### src/rtl/tk_pkg.sv
package tk_pkg;
  localparam int BYTE_W   = 8;
  localparam int NUM_REGS = 8;
  localparam int WORD_W   = BYTE_W * NUM_REGS;

  typedef logic [BYTE_W-1:0] byte_t;

  typedef enum int {
    IDX_CENTI = 0,
    IDX_SEC   = 1,
    IDX_MIN   = 2,
    IDX_HOUR  = 3,
    IDX_WDAY  = 4,
    IDX_DATE  = 5,
    IDX_MONTH = 6,
    IDX_YEAR  = 7
  } reg_idx_e;

  localparam int WDAY_LSB   = BYTE_W * IDX_WDAY;
  localparam int STOP_BIT   = WDAY_LSB + 5;
  localparam int RSTEN_BIT  = WDAY_LSB + 4;

  // Next BCD value of a two-digit count (no range wrap)
  function automatic byte_t bcd_step(input byte_t v);
    byte_t r;
    if (v[3:0] >= 4'd9) r = {v[7:4] + 4'd1, 4'd0};
    else                r = {v[7:4], v[3:0] + 4'd1};
    return r;
  endfunction

  // Bits that exist in each register; the rest read as zero
  function automatic byte_t keep_mask(input int idx);
    byte_t m;
    case (idx)
      IDX_SEC, IDX_MIN: m = 8'h7F;
      IDX_HOUR:         m = 8'hBF;
      IDX_WDAY:         m = 8'h37;
      IDX_DATE:         m = 8'h3F;
      IDX_MONTH:        m = 8'h1F;
      default:          m = 8'hFF;
    endcase
    return m;
  endfunction

  // 10*t + u is a multiple of 4 exactly when 2*t + u is
  function automatic logic leap_year(input byte_t y);
    logic [1:0] s;
    s = y[1:0] + {y[4], 1'b0};
    return (s == 2'b00);
  endfunction

  function automatic byte_t month_last(input byte_t m, input logic leap);
    byte_t d;
    case (m)
      8'h02:                      d = leap ? 8'h29 : 8'h28;
      8'h04, 8'h06, 8'h09, 8'h11: d = 8'h30;
      default:                    d = 8'h31;
    endcase
    return d;
  endfunction
endpackage

### src/rtl/tk_wrap_counter.sv
module tk_wrap_counter
  import tk_pkg::*;
#(
  parameter byte_t LO  = 8'h00,
  parameter byte_t HI  = 8'h99,
  parameter byte_t RST = 8'h00
) (
  input  logic  clk,
  input  logic  rst_n,
  input  logic  step_i,
  input  logic  load_i,
  input  byte_t load_val_i,
  output byte_t value_o,
  output logic  carry_o
);
  byte_t value_q;
  logic  at_top;

  always_comb begin
    at_top  = (value_q >= HI);
    carry_o = step_i && at_top;
  end

  always_ff @(posedge clk) begin
    if (!rst_n)      value_q <= RST;
    else if (load_i) value_q <= load_val_i;
    else if (step_i) value_q <= at_top ? LO : bcd_step(value_q);
  end

  assign value_o = value_q;

  // no step and no load keeps the count
  a_r9_hold: assert property (@(posedge clk) disable iff (!rst_n)
    (!step_i && !load_i) |=> $stable(value_q));

  // a carry out leaves the count at its low end
  a_r3_wrap_low: assert property (@(posedge clk) disable iff (!rst_n)
    (carry_o && !load_i) |=> (value_q == LO));
endmodule

### src/rtl/tk_hour_counter.sv
module tk_hour_counter
  import tk_pkg::*;
(
  input  logic  clk,
  input  logic  rst_n,
  input  logic  step_i,
  input  logic  load_i,
  input  byte_t load_val_i,
  output byte_t value_o,
  output logic  carry_o
);
  byte_t h_q;
  byte_t nxt;
  byte_t step12;
  byte_t step24;
  logic  day_end;

  always_comb begin
    step12  = bcd_step({3'b000, h_q[4:0]});
    step24  = bcd_step({2'b00, h_q[5:0]});
    nxt     = h_q;
    day_end = 1'b0;
    if (h_q[7]) begin
      if (h_q[4:0] == 5'h11) begin
        nxt[4:0] = 5'h12;
        nxt[5]   = ~h_q[5];
        day_end  = h_q[5];
      end else if (h_q[4:0] >= 5'h12) begin
        nxt[4:0] = 5'h01;
      end else begin
        nxt[4:0] = step12[4:0];
      end
    end else begin
      if (h_q[5:0] >= 6'h23) begin
        nxt[5:0] = 6'h00;
        day_end  = 1'b1;
      end else begin
        nxt[5:0] = step24[5:0];
      end
    end
    carry_o = step_i && day_end;
  end

  always_ff @(posedge clk) begin
    if (!rst_n)      h_q <= 8'h00;
    else if (load_i) h_q <= load_val_i;
    else if (step_i) h_q <= nxt;
  end

  assign value_o = h_q;

  // 11 -> 12 inverts the PM flag
  a_r5_flag_flip: assert property (@(posedge clk) disable iff (!rst_n)
    (step_i && !load_i && h_q[7] && h_q[4:0] == 5'h11)
      |=> (h_q[4:0] == 5'h12 && h_q[5] != $past(h_q[5])));

  // 12 -> 01 keeps the PM flag
  a_r5_twelve_one: assert property (@(posedge clk) disable iff (!rst_n)
    (step_i && !load_i && h_q[7] && h_q[4:0] == 5'h12)
      |=> (h_q[4:0] == 5'h01 && $stable(h_q[5])));

  // 23 -> 00 in 24-hour mode
  a_r4_midnight: assert property (@(posedge clk) disable iff (!rst_n)
    (step_i && !load_i && !h_q[7] && h_q[5:0] == 6'h23) |=> (h_q[5:0] == 6'h00));

  // bit 6 of the hours byte stays zero
  a_r11_hour_gap: assert property (@(posedge clk) disable iff (!rst_n) !h_q[6]);
endmodule

### src/rtl/tk_date_counter.sv
module tk_date_counter
  import tk_pkg::*;
(
  input  logic  clk,
  input  logic  rst_n,
  input  logic  step_i,
  input  logic  load_i,
  input  byte_t load_val_i,
  input  byte_t month_i,
  input  byte_t year_i,
  output byte_t value_o,
  output logic  carry_o
);
  byte_t d_q;
  byte_t last_day;
  logic  at_end;

  always_comb begin
    last_day = month_last(month_i, leap_year(year_i));
    at_end   = (d_q >= last_day);
    carry_o  = step_i && at_end;
  end

  always_ff @(posedge clk) begin
    if (!rst_n)      d_q <= 8'h01;
    else if (load_i) d_q <= load_val_i;
    else if (step_i) d_q <= at_end ? 8'h01 : bcd_step(d_q);
  end

  assign value_o = d_q;

  // leaving the last day of a month gives day 01
  a_r7_wrap_first: assert property (@(posedge clk) disable iff (!rst_n)
    (carry_o && !load_i) |=> (d_q == 8'h01));

  // February of a non-leap year ends on 28
  a_r7_short_feb: assert property (@(posedge clk) disable iff (!rst_n)
    (step_i && !load_i && month_i == 8'h02 && !leap_year(year_i) && d_q == 8'h28)
      |=> (d_q == 8'h01));

  // idle keeps the date
  a_r9_date_hold: assert property (@(posedge clk) disable iff (!rst_n)
    (!step_i && !load_i) |=> $stable(d_q));
endmodule

### src/rtl/bcd_timekeeper.sv
module bcd_timekeeper
  import tk_pkg::*;
(
  input  logic              clk,
  input  logic              rst_n,
  input  logic              tick_i,
  input  logic              load_valid_i,
  output logic              load_ready_o,
  input  logic [WORD_W-1:0] load_data_i,
  output logic [WORD_W-1:0] snap_o
);
  byte_t ld_byte [NUM_REGS];
  byte_t cur     [NUM_REGS];
  logic  [WORD_W-1:0] ld_word;

  logic take, adv;
  logic stop_q, rsten_q;
  logic c_centi, c_sec, c_min, c_hour, c_wday, c_date, c_month, c_year;
  byte_t wday_val;

  assign load_ready_o = 1'b1;
  assign take = load_valid_i && load_ready_o;
  assign adv  = tick_i && !stop_q && !take;

  for (genvar k = 0; k < NUM_REGS; k++) begin : g_bytes
    assign ld_byte[k] = load_data_i[k*BYTE_W +: BYTE_W] & keep_mask(k);
    assign ld_word[k*BYTE_W +: BYTE_W] = ld_byte[k];
    assign snap_o[k*BYTE_W +: BYTE_W]  = cur[k];
  end

  always_ff @(posedge clk) begin
    if (!rst_n) begin
      stop_q  <= 1'b1;
      rsten_q <= 1'b1;
    end else if (take) begin
      stop_q  <= ld_byte[IDX_WDAY][5];
      rsten_q <= ld_byte[IDX_WDAY][4];
    end
  end

  tk_wrap_counter #(.LO(8'h00), .HI(8'h99), .RST(8'h00)) u_centi (
    .clk(clk), .rst_n(rst_n), .step_i(adv), .load_i(take),
    .load_val_i(ld_byte[IDX_CENTI]), .value_o(cur[IDX_CENTI]), .carry_o(c_centi));

  tk_wrap_counter #(.LO(8'h00), .HI(8'h59), .RST(8'h00)) u_sec (
    .clk(clk), .rst_n(rst_n), .step_i(c_centi), .load_i(take),
    .load_val_i(ld_byte[IDX_SEC]), .value_o(cur[IDX_SEC]), .carry_o(c_sec));

  tk_wrap_counter #(.LO(8'h00), .HI(8'h59), .RST(8'h00)) u_min (
    .clk(clk), .rst_n(rst_n), .step_i(c_sec), .load_i(take),
    .load_val_i(ld_byte[IDX_MIN]), .value_o(cur[IDX_MIN]), .carry_o(c_min));

  tk_hour_counter u_hour (
    .clk(clk), .rst_n(rst_n), .step_i(c_min), .load_i(take),
    .load_val_i(ld_byte[IDX_HOUR]), .value_o(cur[IDX_HOUR]), .carry_o(c_hour));

  tk_wrap_counter #(.LO(8'h01), .HI(8'h07), .RST(8'h01)) u_wday (
    .clk(clk), .rst_n(rst_n), .step_i(c_hour), .load_i(take),
    .load_val_i(ld_byte[IDX_WDAY] & 8'h07), .value_o(wday_val), .carry_o(c_wday));

  assign cur[IDX_WDAY] = {2'b00, stop_q, rsten_q, 1'b0, wday_val[2:0]};

  tk_date_counter u_date (
    .clk(clk), .rst_n(rst_n), .step_i(c_hour), .load_i(take),
    .load_val_i(ld_byte[IDX_DATE]), .month_i(cur[IDX_MONTH]), .year_i(cur[IDX_YEAR]),
    .value_o(cur[IDX_DATE]), .carry_o(c_date));

  tk_wrap_counter #(.LO(8'h01), .HI(8'h12), .RST(8'h01)) u_month (
    .clk(clk), .rst_n(rst_n), .step_i(c_date), .load_i(take),
    .load_val_i(ld_byte[IDX_MONTH]), .value_o(cur[IDX_MONTH]), .carry_o(c_month));

  tk_wrap_counter #(.LO(8'h00), .HI(8'h99), .RST(8'h00)) u_year (
    .clk(clk), .rst_n(rst_n), .step_i(c_month), .load_i(take),
    .load_val_i(ld_byte[IDX_YEAR]), .value_o(cur[IDX_YEAR]), .carry_o(c_year));

  // with the stop bit set and no load, the snapshot is frozen
  a_r9_stopped: assert property (@(posedge clk) disable iff (!rst_n)
    (snap_o[STOP_BIT] && !take) |=> $stable(snap_o));

  // a load shows up whole at the next cycle, tick or not
  a_r10_load_whole: assert property (@(posedge clk) disable iff (!rst_n)
    take |=> (snap_o == $past(ld_word)));

  // the reset-enable bit changes only through a load
  a_r12_rsten_kept: assert property (@(posedge clk) disable iff (!rst_n)
    !take |=> $stable(snap_o[RSTEN_BIT]));

  // a year carry means the year leaves 99
  a_r8_year_roll: assert property (@(posedge clk) disable iff (!rst_n)
    (c_year && !take) |=> (snap_o[IDX_YEAR*BYTE_W +: BYTE_W] == 8'h00));

  // the day of week never reads as 0 after a step
  a_r6_wday_wrap: assert property (@(posedge clk) disable iff (!rst_n)
    (c_wday && !take) |=> (snap_o[WDAY_LSB +: 3] == 3'd1));
endmodule

### config.mk
export PLATFORM = sky130hd
export DESIGN_NAME = bcd_timekeeper
export DESIGN_NICKNAME = d
export VERILOG_FILES = /design/src/rtl/tk_pkg.sv /design/src/rtl/tk_wrap_counter.sv /design/src/rtl/tk_hour_counter.sv /design/src/rtl/tk_date_counter.sv /design/src/rtl/bcd_timekeeper.sv
export SDC_FILE = /design/constraint.sdc
export NUM_CORES = 1
export LEC_CHECK = 0
export BUFFER_PORTS_ARGS = -buffer_cell sky130_fd_sc_hd__buf_4
export CAP_MARGIN = 20
export CORE_MARGIN = 8
export CORE_UTILIZATION = 54
export DETAILED_ROUTE_END_ITERATION = 8
export GPL_TIMING_DRIVEN = 0
export PLACE_DENSITY = 0.88
export SETUP_SLACK_MARGIN = 0.02
export SLEW_MARGIN = 20
export SYNTH_ARGS = -nofsm -noshare
export SYNTH_HDL_FRONTEND = slang
export SYNTH_HIERARCHICAL = 1
export SYNTH_SLANG_ARGS = --single-unit
### constraint.sdc
create_clock -name clk -period 5.3 [get_ports clk]
set_input_delay 1.06 -clock clk [delete_from_list [all_inputs] [get_ports clk]]
set_output_delay 1.06 -clock clk [all_outputs]
set_load 0.005 [all_outputs]
# [Word-level counts from Yosys, hierarchy flattened]
# Index checks and enable logic that the tools add are counted.
[word_totals] reg_bits=65 latch_bits=0 mem_bits_rw=0 romBits=0 inputBits=68 out_inout_bits=65 wordCells=157 n_memories=0
[op_classes] n_addsub=18 n_mul=0 div=0 magnitude_cmp=17 n_eq_ne=8 shift=0 n_mux=42 bitwise=2 reduce_logical=45
[ops] op="$mux W8" count=19
[ops] op="$add A4 B1 Y4 const B" count=15
[ops] op="$mux W6" count=6
[ops] op="$ge A4 B4 Y1 const B" count=8
[ops] op="$mux W7" count=4
[ops] op="$mux W5" count=5
[ops] op="$reduce_bool A2 Y1" count=12
[ops] op="$reduce_and A2 Y1" count=11
[ops] op="$reduce_bool A3 Y1" count=6
[ops] op="$eq A8 B3 Y1 const B" count=2
[ops] op="$ge A8 B7 Y1 const B" count=2
[ops] op="$ge A8 B8 Y1 const B" count=2
[ops] op="$pmux W8 S2" count=1
[ops] op="$eq A8 B2 Y1 const B" count=1
[ops] op="$eq A8 B4 Y1 const B" count=1
[ops] op="$eq A8 B5 Y1 const B" count=1
[ops] op="$ge A8 B3 Y1 const B" count=1
[ops] op="$ge A8 B5 Y1 const B" count=1
[ops] op="$ge A8 B8 Y1" count=1
[ops] op="$logic_and A1 B1 Y1" count=8
[ops] op="$ge A6 B6 Y1 const B" count=1
[ops] op="$mux W3" count=2
[ops] op="$reduce_and A3 Y1" count=2
[ops] op="$eq A5 B5 Y1 const B" count=1
[ops] op="13 further kinds" count=19

# [Logic depth before layout (Yosys ltp)]
# Gate-level depths: netlist of run 1.
[logic_depth] ltp_word=11 depth_mapped=21 mapped_depth_nobuf=16

# [By module]
# Netlist of run 1, hierarchy kept.
[by_module_without_submodules] mod="tk_wrap_counter at u_min ..." instances=2 cells_each=72 area_per_inst_um2=581.8 seq_area_each_um2=160.2
[by_module_without_submodules] mod="tk_wrap_counter at u_centi ..." instances=2 cells_each=65 area_per_inst_um2=568.0 seq_area_each_um2=160.2
[by_module_without_submodules] mod="tk_date_counter" instances=1 cells_each=85 area_per_inst_um2=703.2 seq_area_each_um2=160.2
[by_module_without_submodules] mod="tk_hour_counter" instances=1 cells_each=81 area_per_inst_um2=655.6 seq_area_each_um2=160.2
[by_module_without_submodules] mod="tk_wrap_counter at u_month" instances=1 cells_each=71 area_per_inst_um2=600.6 seq_area_each_um2=160.2
[by_module_without_submodules] mod="tk_wrap_counter at u_wday" instances=1 cells_each=70 area_per_inst_um2=590.6 seq_area_each_um2=160.2
[by_module_without_submodules] mod="bcd_timekeeper" instances=1 cells_each=15 area_per_inst_um2=127.6 seq_area_each_um2=40.0

# [Worst setup path after synthesis of run 1]
# No wires, ideal clock.
[synth_path] kind="input -> register" startpoint="in load_valid_i" endpoint="reg u_year.value_q[6] (netlist: u_year/value_o[6])" setup_time_ps=117 t_arrival_ps=4518 path_slack_ps=665 cell_stages=20 n_path_buf=6 path_cell_list="nor3b_1 > clkbuf_1 > nand2_1 > a31oi_1 > clkbuf_2 > nor2b_1 > clkbuf_2 > nor2b_1 > inv_1 > a211oi_1 > clkbuf_1 > inv_1 > a21oi_2 > clkbuf_1 > and2_1 > clkbuf_1 > o211a_1 > a311o_1 > o221a_1 > nor2_1"
[synth_between] elab_chain_cells=10 word_cells_on_any_way=12 cone_classes="mux (1); reduce/logical (11)"
[synth_rtl] element="start, declared" line_no="bcd_timekeeper.sv:7" source="input logic load_valid_i,"
[synth_rtl] element="$logic_not A1 Y1" line_no="bcd_timekeeper.sv:23" source="assign adv = tick_i && !stop_q && !take;"
[synth_rtl] element="$logic_and A1 B1 Y1" line_no="bcd_timekeeper.sv:23"
[synth_rtl] element="$logic_and A1 B1 Y1" line_no="tk_wrap_counter.sv:21" source="carry_o = step_i && at_top;"
[synth_rtl] element="via c_centi" line_no="bcd_timekeeper.sv:18" source="logic c_centi, c_sec, c_min, c_hour, c_wday, c_date, c_month, c_year;"
[synth_rtl] element="$logic_and A1 B1 Y1" line_no="tk_wrap_counter.sv:21"
[synth_rtl] element="via c_sec" line_no="bcd_timekeeper.sv:18"
[synth_rtl] element="$logic_and A1 B1 Y1" line_no="tk_wrap_counter.sv:21"
[synth_rtl] element="via c_min" line_no="bcd_timekeeper.sv:18"
[synth_rtl] element="$logic_and A1 B1 Y1" line_no="tk_hour_counter.sv:41" source="carry_o = step_i && day_end;"
[synth_rtl] element="via c_hour" line_no="bcd_timekeeper.sv:18"
[synth_rtl] element="$logic_and A1 B1 Y1" line_no="tk_date_counter.sv:21" source="carry_o = step_i && at_end;"
[synth_rtl] element="via c_date" line_no="bcd_timekeeper.sv:18"
[synth_rtl] element="$logic_and A1 B1 Y1" line_no="tk_wrap_counter.sv:21"
[synth_rtl] element="via c_month" line_no="bcd_timekeeper.sv:18"
[synth_rtl] element="$reduce_bool A2 Y1 (no source line)"
[synth_rtl] element="$reduce_and A2 Y1 (no source line)"
[synth_rtl] element="end signal, assigned" line_no="tk_wrap_counter.sv:26" source="else if (load_i) value_q <= load_val_i;"
[synth_rtl] element="end signal, assigned" line_no="tk_wrap_counter.sv:27" source="else if (step_i) value_q <= at_top ? LO : bcd_step(value_q);"
[synth_rtl] element="end, declared" line_no="tk_wrap_counter.sv:16" source="byte_t value_q;"
# The timed path passes the listed nets, and every way through them passes these cells.
# A chain may end at the register's enable or synchronous reset.

# [Final worst setup path of run 1]
[layout_path] startpoint="in load_valid_i" endpoint="reg u_year.value_q[6] (netlist: u_year/value_o[6])"
[layout_between] elab_chain_cells=10 word_cells_on_any_way=12 cone_classes="mux (1); reduce/logical (11)"
[layout_rtl] element="$logic_not A1 Y1" line_no="bcd_timekeeper.sv:23"
[layout_rtl] element="$logic_and A1 B1 Y1" line_no="bcd_timekeeper.sv:23"
[layout_rtl] element="via adv" line_no="bcd_timekeeper.sv:16" source="logic take, adv;"
[layout_rtl] element="$logic_and A1 B1 Y1" line_no="tk_wrap_counter.sv:21"
[layout_rtl] element="via c_centi" line_no="bcd_timekeeper.sv:18"
[layout_rtl] element="$logic_and A1 B1 Y1" line_no="tk_wrap_counter.sv:21"
[layout_rtl] element="via c_sec" line_no="bcd_timekeeper.sv:18"
[layout_rtl] element="$logic_and A1 B1 Y1" line_no="tk_wrap_counter.sv:21"
[layout_rtl] element="via c_min" line_no="bcd_timekeeper.sv:18"
[layout_rtl] element="$logic_and A1 B1 Y1" line_no="tk_hour_counter.sv:41"
[layout_rtl] element="via c_hour" line_no="bcd_timekeeper.sv:18"
[layout_rtl] element="$logic_and A1 B1 Y1" line_no="tk_date_counter.sv:21"
[layout_rtl] element="via c_date" line_no="bcd_timekeeper.sv:18"
[layout_rtl] element="$logic_and A1 B1 Y1" line_no="tk_wrap_counter.sv:21"
[layout_rtl] element="via c_month" line_no="bcd_timekeeper.sv:18"
[layout_rtl] element="$reduce_bool A2 Y1 (no source line)"
[layout_rtl] element="$reduce_and A2 Y1 (no source line)"
# The timed path passes the listed nets, and every way through them passes these cells.

==> qor.csv, run 1 <==
stage;metric;value;unit
run_status;outcome;finished clean;
placed_design;dpl.hpwl;10.4;mm
setup_path;cp-start-kind;input port;
floorplanning;row_count;35;
placed_design;routabilityCongestion;0.893;
floorplanning;coreArea;0.00906;mm²
clock_tree;cts_tree;done;
synthesis;netlist_area;0.00496;mm²
hold_path;hold_class;reg -> reg;
floorplanning;die_h;112;µm
setup_path;critPathMostFrequentCell;clkbuf_2;
detailed_routing;wire_per_inst;16.5;µm
sta;grt_setup_unrepaired;no;
clock_tree;clock_sinks;66;
setup_path;path_max_fanout;34;
setup_path;path_depth;20;
setup_path;path_cells;buf_4 > nor3b_1 > clkbuf_2 > nand2_1 > a31oi_1 > buf_2 > nor2b_1 > clkbuf_2 > nor2b_2 > inv_1 > a211oi_1 > clkbuf_2 > inv_1 > a21oi_2 > clkbuf_2 > and2_2 > o211a_1 > a311o_1 > o221a_1 > nor2_1;
clock_tree;cts_buffer_depth;2;
clock_tree;clock_latency;0.33;ns
clock_tree;cts_buffers;9;
sta;slew_viol_final;0;
global_routing;overflow;0;
floorplanning;die_area;0.0125;mm²
final_layout;fillers;725;
floorplanning;ioPinCount;133;
flow_run;cap_violations;0;
synthesis;syn_area_per_cell;8.37;µm²
pwr;leakagePower;2.74;nW
clock_tree;clkTransAtPathRegs;0.07;ns
setup_path;ff2ff_path_depth;20;
placed_design;numPortBuffers;117;
final_layout;antenna_cells;0;
sta;finalCritPeriodShare;92.6;%
synthesis;synth_cells;593;
setup_path;crit_start;load_valid_i;
clock_tree;cts_resized;3;
setup_path;endpoint;u_year/value_o[6];
clock_tree;htree_levels;3;
final_layout;drive_above_1_share;25.3;%
clock_tree;cts_setup_buffers;0;
final_layout;final_nets;848;
detailed_routing;initialDrtViolationCount;303;
setup_path;r2r_start;u_centi/value_o[0];
pwr;power;1.26;mW
setup_path;critical-path-slowest-cell;and2_2;
sta;post-route-min-period;4.91;ns
sta;finalSetupTns;0;ns
synthesis;yosysWarnings;6;
detailed_routing;vias;5027;
detailed_routing;viasPerCell;5.91;
setup_path;ff2ff_setup_slack;0.86;ns
setup_path;path_class;in -> reg;
detailed_routing;drc;0;
final_layout;multi_input_area;0.00334;mm²
global_routing;antenna_found_initial;0;
setup_path;r2r_end;u_year/value_o[6];
global_routing;grt_pass1_vias;5039;
global_routing;track_usage;21.4;%
detailed_routing;drtPass1Iterations;5;
detailed_routing;drt_wl_total;14.0;mm
pwr;irDropWorstVdd;0.000129;V
sta;hold_slack;0.493;ns
final_layout;stdcell_area;0.00621;mm²
floorplanning;die_w;112;µm
global_routing;grt_pass1_wl;23.0;mm
setup_path;endpoint_kind;flop;
setup_path;worstPathRequired;5.52;ns
final_layout;syn2layout_area_growth;25.2;%
clock_tree;cts-root-buf;clkbuf_8;
setup_path;critical_path_arrival;5.13;ns
final_layout;seqCellArea;0.00132;mm²
sta;maxSlewHeadroom;46.6;%
setup_path;path_delay_family;buffers and inverters;
floorplanning;start_util;54.7;%
global_routing;grt_max_degree;42;
detailed_routing;antenna_left;0;
setup_path;crit_buf_inv;8;
placed_design;placed_cell_area;0.00604;mm²
pwr;cellPowerDensity;203;mW/mm²
sta;finalHoldViolCount;0;
sta;worst_pin_slew;0.796;ns
setup_path;slowest_delay;0.29;ns
sta;fmax;204;MHz
sta;fin_worst_skew;0.0110;ns
clock_tree;ctsHoldBuffers;0;
sta;final-setup-viol-count;0;
-- metal layers --
metal / up-vias / track usage, % / share of wire [%]
li1: 2454 / - / -
met1: 2362 / 24.8 / 43
met2: 193 / 37.4 / 49
met3: 18 / 4.98 / 6.8
met4: 0 / 8.20 / 1.2
met5: - / 0 / 0
-- through the flow --
stage               setup slack, ns  instances  utilization (%)
floorplan                     0.691        608                -
global placement             -0.600        836             66.6
detailed placement           -0.729        836             66.6
CTS                          0.0402        851             68.5
global route                 0.0223        850             68.5
finish                        0.392        850             68.5
-- cell type report --
class                   count  area share, %
plain buffers              27           2.40
clock inverters             2          0.201
clock buffers              13           2.56
well taps                 111           2.24
inverters                  56           3.38
repair buffers            117           14.1
multi-input cells         458           53.8
flip-flops and latches     66           21.3
-- worst reg2reg max path, stage by stage (launching register included) --
cell and delay, ns:
dfxtp_1 0.42, inv_1 0.09, ha_1 0.19, or3b_4 0.27, nand3_1 0.09, a31oi_1 0.25, buf_2 0.25, nor2b_1 0.15
clkbuf_2 0.20, nor2b_2 0.23, inv_1 0.13, a211oi_1 0.26, clkbuf_2 0.26, inv_1 0.11, a21oi_2 0.20, clkbuf_2 0.27
and2_2 0.29, o211a_1 0.18, a311o_1 0.24, o221a_1 0.23, nor2_1 0.04
-- cell usage in the layout, fill, tap and decap left out, types with 11 or more instances in the layout --
| cell | instances |
|---|---|
| xnor2_1 | 11 |
| clkbuf_1 | 13 |
| nor3b_1 | 24 |
| nor3_1 | 13 |
| nand3_1 | 13 |
| conb_1 | 17 |
| buf_4 | 123 |
| nor2_1 | 32 |
| o21ai_0 | 23 |
| nand2_1 | 33 |
| inv_1 | 56 |
| a21oi_1 | 54 |
| ha_1 | 45 |
| clkbuf_8 | 11 |
| dfxtp_1 | 66 |
-- flip-flops by register name (all words and copies together), names as in the netlist --
signal / cells
u_month/value_o: 8
u_sec/value_o: 8
rsten_q: 1
u_date/value_o: 8
u_centi/value_o: 8
u_wday/value_o: 8
u_hour/value_o: 8
u_min/value_o: 8
stop_q: 1
u_year/value_o: 8
-- how the worst min path moves through the flow --
stage	to	cells past startpoint	from
global placement	rsten_q	2	rsten_q
global route	rsten_q	2	rsten_q
floorplan	rsten_q	2	rsten_q
finish	rsten_q	2	rsten_q
CTS	rsten_q	2	rsten_q
detailed placement	rsten_q	2	rsten_q
-- power by group --
part           switching, mW  internal [mW]  leakage, nW  total, mW
sequential            0.0514          0.527        0.545      0.578
clock                  0.185          0.193       0.0855      0.378
combinational          0.150          0.157         2.11      0.307
Power figures use the tool's default switching activity.
==> run 2: changes to the inputs <==
--- a/config.mk
+++ b/config.mk
@@ -12,6 +12,7 @@
 export DETAILED_ROUTE_END_ITERATION = 8
 export GPL_TIMING_DRIVEN = 0
 export PLACE_DENSITY = 0.88
+export REMOVE_ABC_BUFFERS = 1
 export SETUP_SLACK_MARGIN = 0.02
 export SLEW_MARGIN = 20
 export SYNTH_ARGS = -nofsm -noshare
==> qor.csv, run 2 (synthesis gave the netlist of run 1 again) <==
stage;metric;value;unit;change
run_status;outcome;finished clean;;unchanged
sta;grt_setup_unrepaired;no;;unchanged
final_layout;final_common_cell;buf_4;;unchanged
clock_tree;clock_sinks;66;;unchanged
global_routing;grt.busiest_layer;met2;;unchanged
global_routing;use_met3;5.25;%;was 4.98%
placed_design;placed_cell_area;0.00590;mm²;was 0.00604 mm²
detailed_routing;vias;4914;;was 5027
sta;finalCritPeriodShare;93.3;%;was 92.6%
sta;fmax;202;MHz;was 204 MHz
sta;worst_pin_slew;0.959;ns;was 0.796 ns
detailed_routing;wire_per_inst;16.5;µm;about the same
setup_path;worstPathRequired;5.55;ns;was 5.52 ns
global_routing;grt_max_degree;128;;was 42
global_routing;grt_pass1_wl;22.4;mm;was 23.0 mm
clock_tree;cts-root-buf;clkbuf_8;;unchanged
final_layout;drive_above_1_share;24.6;%;was 25.3%
sta;fin_worst_skew;0.00871;ns;was 0.0110 ns
floorplanning;die_w;112;µm;unchanged
global_routing;overflow;0;;unchanged
final_layout;final_nets;823;;was 848
sta;maxSlewHeadroom;36.1;%;was 46.6%
sta;finalHoldViolCount;0;;unchanged
floorplanning;row_count;35;;unchanged
placed_design;routabilityCongestion;0.933;;was 0.893
final_layout;stdcell_area;0.00615;mm²;was 0.00621 mm²
global_routing;track_usage;20.8;%;was 21.4%
clock_tree;ctsHoldBuffers;0;;unchanged
sta;finalSetupTns;0;ns;unchanged
setup_path;path_max_fanout;127;;was 34
floorplanning;die_h;112;µm;unchanged
clock_tree;clkTransAtPathRegs;0.07;ns;about the same
sta;final-setup-viol-count;0;;unchanged
flow_run;cap_violations;0;;unchanged
setup_path;critical_path_arrival;5.20;ns;was 5.13 ns
sta;post-route-min-period;4.95;ns;was 4.91 ns
clock_tree;cts_tree;done;;unchanged
final_layout;syn2layout_area_growth;23.9;%;was 25.2%
final_layout;post-route-util;67.8;%;was 68.5%
placed_design;numPortBuffers;117;;unchanged
placed_design;dpl_worst_slack;-1.55;ns;was -0.729 ns
detailed_routing;viasPerCell;5.96;;was 5.91
detailed_routing;drc;0;;unchanged
detailed_routing;antenna_left;0;;unchanged
detailed_routing;drtPass1Iterations;7;;was 5
global_routing;met1_usage;24.0;%;was 24.8%
final_layout;antenna_cells;0;;unchanged
final_layout;final_cell_mix;buf_4 (118), dfxtp_1 (66), inv_1 (56);;was buf_4 (123), dfxtp_1 (66), inv_1 (56)
setup_path;endpoint_kind;flop;;unchanged
setup_path;path_class;in -> reg;;unchanged
global_routing;antenna_found_initial;0;;unchanged
pwr;power;1.29;mW;was 1.26 mW
sta;worst_slack;0.353;ns;was 0.392 ns
floorplanning;die_area;0.0125;mm²;unchanged
pwr;leakagePower;2.68;nW;was 2.74 nW
hold_path;hold_class;reg -> reg;;unchanged
global_routing;gr-usage-met2;36.3;%;was 37.4%
clock_tree;clock_latency;0.33;ns;about the same
detailed_routing;drt_wl_total;13.6;mm;was 14.0 mm
pwr;irDropWorstVdd;0.000129;V;about the same
clock_tree;cts_buffers;9;;unchanged
clock_tree;cts_buffer_depth;2;;unchanged
clock_tree;htree_levels;3;;unchanged
placed_design;dpl.hpwl;9.85;mm;was 10.4 mm
floorplanning;coreArea;0.00906;mm²;unchanged
floorplanning;start_util;54.7;%;unchanged
floorplanning;ioPinCount;133;;unchanged
pwr;cellPowerDensity;209;mW/mm²;was 203 mW/mm²
setup_path;cp-start-kind;input port;;unchanged
detailed_routing;initialDrtViolationCount;300;;was 303
global_routing;grt_pass1_vias;4784;;was 5039
sta;slew_viol_final;0;;unchanged
==> run 2: changes by cell type in the layout (fill, tap and decap cells not counted), sizes merged <==
cell      change
buf          -10
bufinv        +1
clkbuf       -16
clkinv        +1
clkinvlp      -1
==> run 2: per-stage QoR <==
stage	hold slack, ns	std cells
6_report	0.491	825
5_1_grt	0.517	825
4_1_cts	0.491	825
3_5_place_dp	0.472	809
3_3_place_gp	0.460	808
2_1_floorplan	0.465	580
==> run 2: power breakdown <==
part | internal, mW | switching, mW
clock network | 0.227 | 0.183
logic | 0.151 | 0.145
registers | 0.527 | 0.0533
==> run 2: layer usage <==
| metal | share of wire, % | up-vias | wire length (µm) |
|---|---|---|---|
| met5 | 0 | - | 0 |
| met4 | 1.6 | 0 | 217 |
| met3 | 5.8 | 18 | 785 |
| met2 | 49 | 157 | 6720 |
| met1 | 43 | 2341 | 5870 |
| li1 | - | 2398 | - |
==> run 2: final cells by class <==
class | instances | area, µm²
inverters | 56 | 210
well taps | 111 | 139
flip-flops and latches | 66 | 1320
fillers | 737 | 2920
clock buffers | 12 | 145
clock inverters | 3 | 40.0
multi-input cells | 458 | 3390
repair buffers | 119 | 897
==> run 2: critical path: stages <==
cell and delay [ns]:
buf_6 0.32, nor3b_4 0.34, nand2_1 0.13, a31oi_4 0.30, nor2b_4 0.33, nor2b_1 0.34
inv_1 0.21, a211oi_4 0.35, buf_4 0.26, inv_1 0.12, a21oi_4 0.33, and2_2 0.32
nor3b_1 0.20, nand4_1 0.12, a21boi_0 0.14, o221ai_1 0.22
==> run 2: worst paths after layout <==
path / from / end / slack [ns] / cells past startpoint
setup / recovery: load_valid_i / u_year/value_o[7] / 0.35 / 16
hold / removal: rsten_q / rsten_q / 0.49 / 2
setup reg to reg: u_centi/value_o[0] / u_year/value_o[7] / 0.78 / 17
hold reg to reg: rsten_q / rsten_q / 0.49 / 2
==> run 2: repair_timing <==
item,CTS,global route
pin swaps,1,0
buffers inserted,1,0
gates resized for setup,6,3
setup endpoints to repair,29,8
